## src/rtl/par_io_pkg.sv

```systemverilog
package par_io_pkg;

  // Address codes (behaviour depends on this order)
  localparam logic [1:0] ADDR_PA   = 2'd0;
  localparam logic [1:0] ADDR_PB   = 2'd1;
  localparam logic [1:0] ADDR_PC   = 2'd2;
  localparam logic [1:0] ADDR_CMD  = 2'd3;

  // Command word field positions
  localparam int CMD_KIND_BIT = 7;  // 1: mode word, 0: single-bit op
  localparam int MODE_A_IN    = 4;
  localparam int MODE_B_IN    = 1;
  localparam int MODE_CHI_IN  = 3;
  localparam int MODE_CLO_IN  = 0;
  localparam int BIT_SEL_LO   = 1;
  localparam int BIT_VAL      = 0;

  localparam int NUM_AB = 2;

  typedef struct packed {
    logic              modeWr;
    logic              bitOp;
    logic [NUM_AB:0]   portWr;  // [0]=A [1]=B [2]=C
    logic              rdEn;
    logic [1:0]        rdPort;
  } ctrlStrobes_t;

endpackage

```

## src/rtl/par_io_ctrl.sv

```systemverilog
module par_io_ctrl
  import par_io_pkg::*;
(
  input  logic         busSel,
  input  logic         busRd,
  input  logic         busWr,
  input  logic [1:0]   busAddr,
  input  logic         cmdKind,
  output ctrlStrobes_t stb
);

  logic wrAccess;
  logic cmdHit;

  assign wrAccess = busSel & busWr;
  assign cmdHit   = wrAccess & (busAddr == ADDR_CMD);

  assign stb.modeWr = cmdHit & cmdKind;
  assign stb.bitOp  = cmdHit & ~cmdKind;
  assign stb.rdEn   = busSel & busRd;
  assign stb.rdPort = busAddr;

  for (genvar p = 0; p <= NUM_AB; p++) begin : g_portWr
    assign stb.portWr[p] = wrAccess & (busAddr == 2'(p));
  end

endmodule

```

## src/rtl/par_io_datapath.sv

```systemverilog
module par_io_datapath
  import par_io_pkg::*;
#(
  parameter int PORT_W = 8
) (
  input  logic              clk,
  input  logic              rst,
  input  ctrlStrobes_t      stb,
  input  logic [PORT_W-1:0] wrData,
  input  logic [PORT_W-1:0] paPins,
  input  logic [PORT_W-1:0] pbPins,
  input  logic [PORT_W-1:0] pcPins,
  output logic [PORT_W-1:0] paDrive,
  output logic [PORT_W-1:0] pbDrive,
  output logic [PORT_W-1:0] pcDrive,
  output logic [PORT_W-1:0] paEn,
  output logic [PORT_W-1:0] pbEn,
  output logic [PORT_W-1:0] pcEn,
  output logic [PORT_W-1:0] rdData
);

  localparam int HALF_W = PORT_W / 2;
  localparam int SEL_W  = $clog2(PORT_W);

  logic [NUM_AB-1:0]             abIsIn;
  logic                          cHiIsIn;
  logic                          cLoIsIn;
  logic [NUM_AB-1:0][PORT_W-1:0] abLat;
  logic [NUM_AB-1:0][PORT_W-1:0] abPins;
  logic [NUM_AB-1:0][PORT_W-1:0] abView;
  logic [PORT_W-1:0]             cLat;
  logic [PORT_W-1:0]             cView;
  logic [SEL_W-1:0]              bitSel;

  assign abPins[0] = paPins;
  assign abPins[1] = pbPins;
  assign bitSel    = wrData[BIT_SEL_LO +: SEL_W];

  // Direction state
  always_ff @(posedge clk) begin
    if (rst) begin
      abIsIn  <= '1;
      cHiIsIn <= 1'b1;
      cLoIsIn <= 1'b1;
    end else if (stb.modeWr) begin
      abIsIn[0] <= wrData[MODE_A_IN];
      abIsIn[1] <= wrData[MODE_B_IN];
      cHiIsIn   <= wrData[MODE_CHI_IN];
      cLoIsIn   <= wrData[MODE_CLO_IN];
    end
  end

  // Ports A and B share one structure
  for (genvar p = 0; p < NUM_AB; p++) begin : g_ab
    always_ff @(posedge clk) begin
      if (rst || stb.modeWr) begin
        abLat[p] <= '0;
      end else if (stb.portWr[p]) begin
        abLat[p] <= wrData;
      end
    end
    assign abView[p] = abIsIn[p] ? abPins[p] : abLat[p];
  end

  // Port C latch: full write or single-bit op
  always_ff @(posedge clk) begin
    if (rst || stb.modeWr) begin
      cLat <= '0;
    end else if (stb.portWr[NUM_AB]) begin
      cLat <= wrData;
    end else if (stb.bitOp) begin
      cLat[bitSel] <= wrData[BIT_VAL];
    end
  end

  assign cView = {cHiIsIn ? pcPins[PORT_W-1:HALF_W] : cLat[PORT_W-1:HALF_W],
                  cLoIsIn ? pcPins[HALF_W-1:0]      : cLat[HALF_W-1:0]};

  assign paDrive = abLat[0];
  assign pbDrive = abLat[1];
  assign pcDrive = cLat;
  assign paEn    = {PORT_W{~abIsIn[0]}};
  assign pbEn    = {PORT_W{~abIsIn[1]}};
  assign pcEn    = {{HALF_W{~cHiIsIn}}, {HALF_W{~cLoIsIn}}};

  always_comb begin
    rdData = '0;
    if (stb.rdEn) begin
      case (stb.rdPort)
        ADDR_PA: rdData = abView[0];
        ADDR_PB: rdData = abView[1];
        ADDR_PC: rdData = cView;
        default: rdData = '0;
      endcase
    end
  end

endmodule

```

## src/rtl/par_io_unit.sv

```systemverilog
module par_io_unit
  import par_io_pkg::*;
#(
  parameter int PORT_W = 8
) (
  input  logic              clk,
  input  logic              rst,
  input  logic              busSel,
  input  logic              busRd,
  input  logic              busWr,
  input  logic [1:0]        busAddr,
  input  logic [PORT_W-1:0] busWdata,
  output logic [PORT_W-1:0] busRdata,
  input  logic [PORT_W-1:0] paIn,
  output logic [PORT_W-1:0] paOut,
  output logic [PORT_W-1:0] paOe,
  input  logic [PORT_W-1:0] pbIn,
  output logic [PORT_W-1:0] pbOut,
  output logic [PORT_W-1:0] pbOe,
  input  logic [PORT_W-1:0] pcIn,
  output logic [PORT_W-1:0] pcOut,
  output logic [PORT_W-1:0] pcOe
);

  ctrlStrobes_t stb;

  par_io_ctrl u_ctrl (
    .busSel  (busSel),
    .busRd   (busRd),
    .busWr   (busWr),
    .busAddr (busAddr),
    .cmdKind (busWdata[CMD_KIND_BIT]),
    .stb     (stb)
  );

  par_io_datapath #(.PORT_W(PORT_W)) u_dp (
    .clk     (clk),
    .rst     (rst),
    .stb     (stb),
    .wrData  (busWdata),
    .paPins  (paIn),
    .pbPins  (pbIn),
    .pcPins  (pcIn),
    .paDrive (paOut),
    .pbDrive (pbOut),
    .pcDrive (pcOut),
    .paEn    (paOe),
    .pbEn    (pbOe),
    .pcEn    (pcOe),
    .rdData  (busRdata)
  );

endmodule

```

## config.mk

```make
export PLATFORM = sky130hd
export DESIGN_NAME = par_io_unit
export DESIGN_NICKNAME = d
export VERILOG_FILES = /design/src/rtl/par_io_pkg.sv /design/src/rtl/par_io_ctrl.sv /design/src/rtl/par_io_datapath.sv /design/src/rtl/par_io_unit.sv
export SDC_FILE = /design/constraint.sdc
export NUM_CORES = 1
export LEC_CHECK = 0
export ABC_AREA = 1
export BUFFER_PORTS_ARGS = -buffer_cell sky130_fd_sc_hd__buf_2
export CORE_ASPECT_RATIO = 1.4
export CORE_MARGIN = 2
export CORE_UTILIZATION = 40
export CTS_BUF_LIST = sky130_fd_sc_hd__clkbuf_4 sky130_fd_sc_hd__clkbuf_8
export DETAILED_ROUTE_END_ITERATION = 10
export PLACE_DENSITY = 0.71
export RECOVER_POWER = 100
export SYNTH_ARGS = -nofsm -noshare
export SYNTH_HDL_FRONTEND = slang
export SYNTH_HIERARCHICAL = 1
export SYNTH_SLANG_ARGS = --single-unit
```

## constraint.sdc

```tcl
create_clock -name clk -period 1.2 [get_ports clk]
set_input_delay 0.06 -clock clk [delete_from_list [all_inputs] [get_ports clk]]
set_output_delay 0.06 -clock clk [all_outputs]
set_load 0.1 [all_outputs]
```

==> report_table.html <==
<table>
<tr><th>Metric</th><th>Value</th></tr>
<tr><th colspan="2">Run status</th></tr>
<tr><td>Status</td><td>finished, violations left</td></tr>
<tr><td>Violations in the final reports</td><td>setup timing</td></tr>
<tr><th colspan="2">Final layout</th></tr>
<tr><td>FF/Latch Area</td><td>638.1 sq um</td></tr>
<tr><td>Proportion of layout cells with a drive suffix above 1</td><td>47.72%</td></tr>
<tr><td>Fillcell total</td><td>392</td></tr>
<tr><td>Finished Layout Cells</td><td>502</td></tr>
<tr><td>Final Core Density</td><td>70.41%</td></tr>
<tr><td>Total inserted antenna cells</td><td>0</td></tr>
<tr><td>Area Growth Syn to Fin</td><td>69.25%</td></tr>
<tr><td>Final-stage net count</td><td>478</td></tr>
<tr><td>Area of combinational cells with multiple inputs</td><td>1131 sq um</td></tr>
<tr><th colspan="2">Placement</th></tr>
<tr><td>Quantity of I/O buffers inserted on ports</td><td>94</td></tr>
<tr><td>Gp weighted congestion</td><td>0.9836</td></tr>
<tr><td>Sum of net half-perimeters after detailed placement</td><td>5620 um</td></tr>
<tr><td>Number of placed instances with taps included</td><td>493</td></tr>
<tr><th colspan="2">Logic synthesis</th></tr>
<tr><td>Main area contributors after synthesis</td><td>sky130_fd_sc_hd__dfxtp_1 28%, sky130_fd_sc_hd__nand2_1 21%, sky130_fd_sc_hd__nand3_1 8.4%</td></tr>
<tr><td>Cell accounting for the most synthesized area</td><td>sky130_fd_sc_hd__dfxtp_1</td></tr>
<tr><td>Net count after synthesis</td><td>386</td></tr>
<tr><td>Fraction of the yosys area taken by sequential cells</td><td>27.83%</td></tr>
<tr><td>Synthesized area per cell</td><td>5.805 sq um</td></tr>
<tr><td>Synth Cell Area</td><td>2014 sq um</td></tr>
<tr><td>Synthesis warning total</td><td>6</td></tr>
<tr><td>Post-synth top area share</td><td>27.83%</td></tr>
<tr><td>Post-Synthesis Cells</td><td>347</td></tr>
<tr><td>Number of enable-type register cells in the synthesized netlist</td><td>0</td></tr>
<tr><td>Synthesis-stage register bit count</td><td>28</td></tr>
<tr><td>Prevailing post-synth register cell</td><td>sky130_fd_sc_hd__dfxtp_1</td></tr>
<tr><td>Fraction of registers with async set or reset after synthesis</td><td>0%</td></tr>
<tr><td>Distinct cells, synth</td><td>22</td></tr>
<tr><td>Most common library cells after synthesis</td><td>114 x sky130_fd_sc_hd__nand2_1, 45 x sky130_fd_sc_hd__inv_1, 34 x sky130_fd_sc_hd__nand3_1, 28 x sky130_fd_sc_hd__dfxtp_1, 25 x sky130_fd_sc_hd__o21ai_0</td></tr>
<tr><td>Dominant cell by count in the synthesized netlist</td><td>sky130_fd_sc_hd__nand2_1</td></tr>
<tr><th colspan="2">Die</th></tr>
<tr><td>Number of primary I/O pins</td><td>95</td></tr>
<tr><td>Chip Width</td><td>63.98 um</td></tr>
<tr><td>Die boundary height</td><td>87.97 um</td></tr>
<tr><td>Effective utilization at floorplan</td><td>41.60%</td></tr>
<tr><td>Overall die area</td><td>5628 sq um</td></tr>
<tr><td>Total core area</td><td>4842 sq um</td></tr>
<tr><td>Std-Cell Rows</td><td>30</td></tr>
<tr><th colspan="2">Clock network</th></tr>
<tr><td>Number of buffers added to fix hold violations after cts</td><td>0</td></tr>
<tr><td>Number of buffers created by CTS</td><td>3</td></tr>
<tr><td>Sinks on Clock Net</td><td>28</td></tr>
<tr><td>Clock tree buffer depth</td><td>2</td></tr>
<tr><td>CTS tree</td><td>yes</td></tr>
<tr><td>H-tree lvl count</td><td>1</td></tr>
<tr><td>Register clock-pin slew on the reported worst setup and hold paths</td><td>100 ps</td></tr>
<tr><td>Insertion delay of the later-clocked pin in the worst-skew pair</td><td>280 ps</td></tr>
<tr><td>Buffer type at the clock tree root</td><td>sky130_fd_sc_hd__clkbuf_8</td></tr>
<tr><th colspan="2">Global route</th></tr>
<tr><td>Wire length of the first global-routing pass</td><td>11150 um</td></tr>
<tr><td>Tot GR Track Use</td><td>25.53%</td></tr>
<tr><td>Sum of overflow across all layers after global routing</td><td>0</td></tr>
<tr><td>Vias in the first global route</td><td>2373</td></tr>
<tr><td>Maximum number of pins on one net before global-route repair</td><td>17</td></tr>
<tr><td>Initial antenna violation count</td><td>0</td></tr>
<tr><th colspan="2">STA</th></tr>
<tr><td>Unrepaired setup endpoints after global routing</td><td>yes</td></tr>
<tr><td>Final critical delay including setup and external delays</td><td>1520 ps</td></tr>
<tr><td>Worst Skew</td><td>0 ps</td></tr>
<tr><td>Post-layout worst setup margin</td><td>-319.6 ps</td></tr>
<tr><td>Worst Tran Pin Value</td><td>558.3 ps</td></tr>
<tr><td>Final Setup Violations</td><td>24</td></tr>
<tr><td>Number of endpoints with negative hold slack in the final report</td><td>0</td></tr>
<tr><td>Fmax</td><td>658.1 MHz</td></tr>
<tr><td>Fraction of the cycle the final worst path needs</td><td>126.6%</td></tr>
<tr><td>Remaining max-slew budget at the tightest pin</td><td>62.94%</td></tr>
<tr><td>Pins Over Slew Limit</td><td>0</td></tr>
<tr><th colspan="2">Detailed routing</th></tr>
<tr><td>Post-detailed-route DRC marker count</td><td>0</td></tr>
<tr><td>DRC marker count from the first detailed-route iteration</td><td>155</td></tr>
<tr><td>Wire per inst</td><td>14.36 um</td></tr>
<tr><td>Detailed-route wire length</td><td>7208 um</td></tr>
<tr><td>Vias per cell</td><td>5.028</td></tr>
<tr><td>Detailed-route via count</td><td>2524</td></tr>
<tr><td>Count of antenna-violating nets left after detailed routing</td><td>0</td></tr>
<tr><td>Pre-Repair DR Iteration Count</td><td>4</td></tr>
<tr><th colspan="2">Power and ir drop</th></tr>
<tr><td>Max rail drop VDD</td><td>0.8079 mV</td></tr>
<tr><td>Cell leakage power</td><td>1.711 nW</td></tr>
<tr><td>Power per Cell Area</td><td>797.7 nW/um^2</td></tr>
<tr><th colspan="2">Setup path</th></tr>
<tr><td>Crit path arrival time</td><td>1460 ps</td></tr>
<tr><td>Worst Setup Path Type</td><td>reg2out</td></tr>
<tr><td>Data required time at the worst endpoint</td><td>1140 ps</td></tr>
<tr><td>CP Capture Type</td><td>output pin</td></tr>
<tr><td>Critical-path maximum fanout</td><td>5</td></tr>
<tr><td>CP Launch Type</td><td>flop</td></tr>
<tr><th colspan="2">Hold path</th></tr>
<tr><td>Worst Hold Class</td><td>in2reg</td></tr>
<tr><th colspan="2">Run</th></tr>
<tr><td>Number of max-capacitance violations reported</td><td>0</td></tr>
</table>
[kinds of logic (layout without fill, tap and decap cells)]
group / after synthesis / in the layout / synth area share, %
AOI/OAI and AO/OA: 48 / 48 / 11.93
buffers and inverters: 87 / 178 / 21.86
DFF: 28 / 28 / 27.83
and+or+nand+nor: 184 / 184 / 38.39
[placed cells by master (no fill, tap or decap), types with 4 or more instances in the layout]
cell / n
sky130_fd_sc_hd__a21oi_1: 22
sky130_fd_sc_hd__buf_12: 36
sky130_fd_sc_hd__buf_2: 48
sky130_fd_sc_hd__buf_4: 16
sky130_fd_sc_hd__clkbuf_2: 16
sky130_fd_sc_hd__clkinvlp_4: 10
sky130_fd_sc_hd__dfxtp_2: 8
sky130_fd_sc_hd__dfxtp_4: 18
sky130_fd_sc_hd__inv_1: 30
sky130_fd_sc_hd__inv_2: 7
sky130_fd_sc_hd__nand2_1: 89
sky130_fd_sc_hd__nand2_2: 24
sky130_fd_sc_hd__nand2_4: 4
sky130_fd_sc_hd__nand3_1: 25
sky130_fd_sc_hd__nand3_2: 9
sky130_fd_sc_hd__nor2_1: 22
sky130_fd_sc_hd__nor3_1: 4
sky130_fd_sc_hd__o21ai_0: 24
[layout make-up]
cell class                 instances  area share (%)
multi-input combinational        232           33.17
tap                               64           2.349
sequential                        28           18.72
timing repair inverter             1          0.3303
clock buffer                       3           1.211
inverter                          51           7.743
clock inverter                     1          0.8807
timing repair buffer             122           35.60
[worst paths after layout]
check / startpoint / endpoint / slack, ps / cells past startpoint
hold / removal: busWdata[5] / u_dp/pbDrive[5] / 30 / 3
hold reg to reg: u_dp/paDrive[6] / u_dp/paDrive[6] / 480 / 2
setup / recovery: u_dp/abIsIn[1] / busRdata[6] / -320 / 9
setup reg to reg: u_dp/cLoIsIn / u_dp/cLoIsIn / 320 / 3
[timing repair]
| item | in CTS | in global routing |
|---|---|---|
| pin swaps | 8 | 1 |
| cloned | 1 | 0 |
| resized for setup | 26 | 15 |
| setup buffers | 4 | 0 |
| endpoints found under the setup margin | 24 | 32 |
[worst max-delay path, stage by stage (launching register included)]
cell                         delay, ps
sky130_fd_sc_hd__dfxtp_4           390
sky130_fd_sc_hd__buf_12            140
sky130_fd_sc_hd__inv_16             40
sky130_fd_sc_hd__nand2_2            40
sky130_fd_sc_hd__nand2_1            60
sky130_fd_sc_hd__nand2_1            90
sky130_fd_sc_hd__nand3_2            70
sky130_fd_sc_hd__nand2_2            80
sky130_fd_sc_hd__clkinvlp_4        100
sky130_fd_sc_hd__buf_12            170
[stage by stage]
| step | cell area, sq um | setup WS [ps] | hold WS, ps | setup TNS [ps] | power (mW) |
|---|---|---|---|---|---|
| 4_1_cts | 3369 | -272.2 | 26.84 | -3881 | 2.714 |
| 2_1_floorplan | 2213 | -536.9 | 158.7 | -2323 | 1.646 |
| 6_report | 3410 | -319.6 | 33.37 | -4058 | 2.720 |
| 3_5_place_dp | 3176 | -52.20 | 334.3 | -163.5 | 1.941 |
| 3_3_place_gp | 3176 | -22.01 | 331.6 | -72.66 | 1.934 |
| 5_1_grt | 3410 | -422.2 | 41.29 | -5243 | 2.817 |
[power by group]
part           internal (mW)  switching [mW]
logic                  0.307           0.701
registers              0.931          0.0279
clock network          0.448           0.306
total                   1.68            1.03
[sequential cells by signal, summed over array words and instances, names as in the netlist]
name	flops
u_dp/abIsIn	2
u_dp/cHiIsIn	1
u_dp/cLoIsIn	1
u_dp/paDrive	8
u_dp/pbDrive	8
u_dp/pcDrive	8
[metal layers]
metal  share of wire, %  global-route usage, %
met5                  0                      0
met4                3.7                  13.44
met3                4.7                  2.699
met2                 55                  49.72
met1                 36                  26.47
No activity file was read; power rests on OpenSTA's default activity.
